$ cat src/rtl/bcd_xalu_pkg.sv
package bcd_xalu_pkg;
  localparam int NIB_W = 4;

  typedef enum logic [1:0] {
    BOP_ADDX  = 2'b00,
    BOP_SUBX  = 2'b01,
    BOP_NEGX  = 2'b10,
    BOP_NEGX2 = 2'b11
  } bcd_op_e;

  typedef struct packed {
    logic x;
    logic n;
    logic z;
    logic v;
    logic c;
  } ccr_t;
endpackage

$ cat src/rtl/bcd_digit.sv
module bcd_digit
  import bcd_xalu_pkg::*;
(
  input  logic [NIB_W-1:0] a,
  input  logic [NIB_W-1:0] b,
  input  logic             cin,
  input  logic             sub,
  output logic [NIB_W-1:0] d,
  output logic             cout
);
  logic [NIB_W:0] raw;
  logic [NIB_W:0] fix;

  always_comb begin
    if (!sub) begin
      raw = {1'b0, a} + {1'b0, b} + {{NIB_W{1'b0}}, cin};
      if (raw > 5'd9) begin
        fix  = raw + 5'd6;
        cout = 1'b1;
      end else begin
        fix  = raw;
        cout = 1'b0;
      end
    end else begin
      raw = {1'b0, a} - {1'b0, b} - {{NIB_W{1'b0}}, cin};
      if (raw[NIB_W]) begin
        fix  = raw + 5'd10;
        cout = 1'b1;
      end else begin
        fix  = raw;
        cout = 1'b0;
      end
    end
    d = fix[NIB_W-1:0];
  end
endmodule

$ cat src/rtl/bcd_chain.sv
module bcd_chain
  import bcd_xalu_pkg::*;
#(
  parameter int DIGITS = 2,
  localparam int W = NIB_W * DIGITS
) (
  input  logic [W-1:0] opa,
  input  logic [W-1:0] opb,
  input  logic         cin,
  input  logic         sub,
  output logic [W-1:0] sum,
  output logic         cout
);
  logic [DIGITS:0] carry;

  assign carry[0] = cin;

  for (genvar g = 0; g < DIGITS; g++) begin : g_dig
    bcd_digit u_dig (
      .a    (opa[g*NIB_W +: NIB_W]),
      .b    (opb[g*NIB_W +: NIB_W]),
      .cin  (carry[g]),
      .sub  (sub),
      .d    (sum[g*NIB_W +: NIB_W]),
      .cout (carry[g+1])
    );
  end

  assign cout = carry[DIGITS];
endmodule

$ cat src/rtl/bcd_flag_unit.sv
module bcd_flag_unit
  import bcd_xalu_pkg::*;
#(
  parameter int W = 8
) (
  input  logic [W-1:0] res,
  input  logic         carry,
  input  logic         z_prev,
  output ccr_t         flags
);
  always_comb begin
    flags.x = carry;
    flags.c = carry;
    flags.n = res[W-1];
    flags.v = 1'b0;
    flags.z = z_prev & (res == '0);
  end
endmodule

$ cat src/rtl/bcd_xalu.sv
module bcd_xalu
  import bcd_xalu_pkg::*;
#(
  parameter int DIGITS = 2,
  localparam int W = NIB_W * DIGITS
) (
  input  logic         clk,
  input  logic         rst,
  input  logic         valid_in,
  input  logic [1:0]   op,
  input  logic [W-1:0] dst_in,
  input  logic [W-1:0] src_in,
  input  logic         x_in,
  input  logic         z_in,
  output logic         valid_out,
  output logic [W-1:0] result,
  output logic         x_out,
  output logic         n_out,
  output logic         z_out,
  output logic         v_out,
  output logic         c_out
);
  logic         is_neg;
  logic         is_sub;
  logic [W-1:0] lhs;
  logic [W-1:0] sum;
  logic         carry;
  ccr_t         nxt;

  assign is_neg = op[1];
  assign is_sub = op[1] | op[0];
  assign lhs    = is_neg ? '0 : dst_in;

  bcd_chain #(.DIGITS(DIGITS)) u_chain (
    .opa  (lhs),
    .opb  (src_in),
    .cin  (x_in),
    .sub  (is_sub),
    .sum  (sum),
    .cout (carry)
  );

  bcd_flag_unit #(.W(W)) u_flags (
    .res    (sum),
    .carry  (carry),
    .z_prev (z_in),
    .flags  (nxt)
  );

  always_ff @(posedge clk) begin
    if (rst) begin
      valid_out <= 1'b0;
      result    <= '0;
      x_out     <= 1'b0;
      n_out     <= 1'b0;
      z_out     <= 1'b0;
      v_out     <= 1'b0;
      c_out     <= 1'b0;
    end else begin
      valid_out <= valid_in;
      if (valid_in) begin
        result <= sum;
        x_out  <= nxt.x;
        n_out  <= nxt.n;
        z_out  <= nxt.z;
        v_out  <= nxt.v;
        c_out  <= nxt.c;
      end
    end
  end
endmodule

$ cat config.mk
export PLATFORM = sky130hd
export DESIGN_NAME = bcd_xalu
export DESIGN_NICKNAME = d
export VERILOG_FILES = /design/src/rtl/bcd_xalu_pkg.sv /design/src/rtl/bcd_digit.sv /design/src/rtl/bcd_chain.sv /design/src/rtl/bcd_flag_unit.sv /design/src/rtl/bcd_xalu.sv
export SDC_FILE = /design/constraint.sdc
export NUM_CORES = 1
export LEC_CHECK = 0
export ABC_AREA = 1
export BUFFER_PORTS_ARGS = -buffer_cell sky130_fd_sc_hd__buf_2
export CAP_MARGIN = 5
export CELL_PAD_IN_SITES_DETAIL_PLACEMENT = 0
export CELL_PAD_IN_SITES_GLOBAL_PLACEMENT = 1
export CORE_MARGIN = 8
export CORE_UTILIZATION = 25
export CTS_CLUSTER_SIZE = 28
export DETAILED_ROUTE_END_ITERATION = 10
export PLACE_DENSITY = 0.58
export SLEW_MARGIN = 10
export SYNTH_ARGS = -nofsm -noshare
export SYNTH_HDL_FRONTEND = slang
export SYNTH_SLANG_ARGS = --single-unit
$ cat constraint.sdc
create_clock -name clk -period 6.1 [get_ports clk]
set_clock_uncertainty 0.1 [all_clocks]
set_input_delay 0.61 -clock clk [delete_from_list [all_inputs] [get_ports clk]]
set_output_delay 0.61 -clock clk [all_outputs]
set_load 0.05 [all_outputs]
==> flow_summary_export.csv <==
group,metric,value,unit
critical_path,arrival,4.84,ns
critical_path,worst-setup-path-type,"in -> reg",
die,dieArea,9283,um^2
critical_path,crit_path_frequent_cell,"nand2_1",
global_route,globalRoute.totalOverflow,0,
sta,setup-tns-final,0,ns
clock_network,clk_pin_slew,0.05,ns
clock_network,clock-sinks,11,
critical_path,worstReg2RegStart,"result[7]",
power,internal-power,207.7,uW
synth,syn-cell-area,1614,um^2
drt,1st_pass_router_iterations,4,
power,proportion_of_total_power_due_to_net_switching,47.57,%
clock_network,cts.repair.resized,0,
sta,max_clock_freq,209.6,MHz
clock_network,cts_buffers,3,
placed_design,place_congestion,0.7914,
sta,layout_min_cycle_time,4.770,ns
power,combinationalPowerShare,61.3,%
critical_path,crit_path_from,"op[1]",
clock_network,tritoncts_clock_tree,"done",
clock_network,cts-root-to-sink-buffers,2,
global_route,antenna_found_initial,0,
critical_path,worst_path_slowest_cell,"fa_1",
sta,final_hold_violation_count,0,
min_path,worst_hold_path_type,"reg -> reg",
outcome,outcome,"completed",
synth,yosys_register_bits,11,
critical_path,timing.critical_path.to_type,"flop",
synth,async_reset_ff_share,0,%
die,boundaryPins,37,
synth,synth.cells.most_frequent,"nand2_1, inv_1, nand3_1",
job,maxCapViolations,0,
critical_path,cp_slowest_stage_delay,0.56,ns
die,floorplan.die.height,96.35,um
power,power_density_over_cell_area,208.9,nW/um^2
drt,remaining_drc_errors,0,
sta,unrepaired_setup_endpoints_after_global_routing,"false",
sta,slew_violations,0,
sta,setup_viol_count_final,0,
drt,via_per_inst,4.129,
global_route,groute.usage.overall,9.050,%
global_route,grt_pass1_vias,1540,
sta,final.hold.worst_slack,0.3716,ns
power,clkPwrFrac,17.9,%
placed_design,io_buffer_count,35,
critical_path,critPathLaunchType,"input pin",
die,start_util,25.56,%
synth,netlist_instances,253,
drt,totalWireLength,3875,um
synth,synth_cell_type_count,29,
layout,antennaDiodeCount,0,
power,seqPwrFrac,20.9,%
sta,layout_worst_path_cycle_share,78.20,%
layout,final_design_utilization,30.04,%
power,total_switching_power,188.5,uW
clock_network,cts_setup_buffers,0,
global_route,grt_start_max_net_pins,15,
layout,finish.net_count,338,
synth,synth.yosys.warnings,0,
clock_network,clock_latency,0.23,ns
drt,drt-initial-drc-count,43,
synth,synth_top_flop_cell,"dfxtp_1",
drt,via_count,1503,
clock_network,cts_root_buf,"clkbuf_8",
critical_path,worst_ep_required_time,6.17,ns
critical_path,critPathMaxFanout,5,
synth,post_synth_edffs,0,
power,leakage,1.123,nW
synth,synth_largest_type_area_fraction,15.81,%
drt,post_drt_wl_per_cell,10.65,um
global_route,grt_first_pass_wirelength,6796,um
placed_design,dpl.hpwl,3446,um
power,ir_worst_vdd,160.1,uV
clock_network,ctsHtreeMaxLevel,1,
synth,synthTopCellsByArea,"nand2_1, ha_1, dfxtp_1",
layout,flow.area_growth_from_synthesis,17.52,%
synth,syn-num-nets,303,
synth,yosys.cell_count.top_type,"nand2_1",
min_path,worst_hold_startpoint,"result[6]",
die,num_rows,29,
layout,layout-drive-gt1-share,20.91,%
clock_network,cts_hold_repair.buffers,0,
drt,postRouteAntennaNets,0,
die,die_width,96.35,um
synth,yosysTopAreaCell,"nand2_1",
synth,synth_sequential_area_ratio,13.64,%
synth,syn-mean-instance-area,6.380,um^2
die,core,6314,um^2
==> critical path: cells and delay by family <==
family / cells / cell delay, ns
AO/OA/AOI/OAI: 5 / 0.57
adder cells (fa/ha/maj): 6 / 2.17
buffers and inverters: 6 / 0.53
AND/OR/NAND/NOR: 13 / 0.97
==> placed cells by master (no fill, tap or decap) <==
cell,n
a21oi_1,7
nand2_2,8
nand3_2,2
o21ai_1,2
xor2_1,1
nand3b_1,1
nand2_1,68
clkbuf_1,1
a21oi_4,1
o21ai_2,1
a21oi_2,3
a21boi_2,1
clkbuf_8,3
nand3_1,22
conb_1,1
o211ai_1,4
fa_1,8
o21ai_0,5
a21o_1,1
nand4_1,2
inv_1,52
nor2_1,19
and2_4,1
dfxtp_1,11
xnor2_1,2
ha_1,19
inv_2,3
nor2_2,2
o21bai_1,1
buf_2,35
==> layout make-up <==
type | instances | area, um^2
Fill cell | 724 | 4417
Multi-Input combinational cell | 182 | 1154
Sequential cell | 11 | 220.2
Inverter | 55 | 206.4
Timing Repair Buffer | 35 | 175.2
Tap cell | 77 | 96.34
Clock buffer | 4 | 45.04
==> path summary, 6_finish.rpt <==
kind	endpoint	slack (ns)	cells past startpoint
worst max-delay path	z_out	1.33	30
worst max register to register	result[7]	5.35	4
worst min-delay path	result[6]	0.37	2
worst min register to register	result[6]	0.37	2
==> metal layers <==
metal / wire [um] / vias to the layer above / GRT usage [%]
met5: 0 / - / 0
met4: 26 / 0 / 2.270
met3: 251 / 4 / 1.404
met2: 1586 / 29 / 14.93
met1: 2011 / 632 / 11.99
li1: - / 838 / -
==> logic make-up after synthesis <==
logic type      after synthesis  synth area share (%)
xor+xnor                      3                 1.628
flops                        11                 13.64
other cells                   1                0.2323
compound gates               26                 11.01
buf+inv                      60                 14.88
simple gates                125                 33.95
fa+ha+maj                    27                 24.65
==> flip-flops by register name, summed over array words and instances, names as in the netlist <==
register	count
c_out	1
valid_out	1
z_out	1
result	8
==> power groups by stage <==
stage | Combinational (mW) | Sequential (mW) | Clock, mW
2_1_floorplan | 0.165 | 0.110 | 0
3_3_place_gp | 0.247 | 0.0843 | 0
3_5_place_dp | 0.246 | 0.0842 | 0
4_1_cts | 0.246 | 0.0828 | 0.0723
5_1_grt | 0.280 | 0.0838 | 0.0791
6_report | 0.243 | 0.0827 | 0.0708
==> per-stage QoR <==
step / instance area, um^2 / power, mW / cells / worst slack [ns]
floorplan: 1614 / 0.2747 / 253 / 1.572
global placement: 1852 / 0.3311 / 360 / 1.173
detailed placement: 1852 / 0.3297 / 360 / 1.080
CTS: 1897 / 0.4016 / 364 / 1.292
global route: 1897 / 0.4429 / 364 / 0.8678
finish: 1897 / 0.3962 / 364 / 1.330
(Power assumes the default switching activity.)
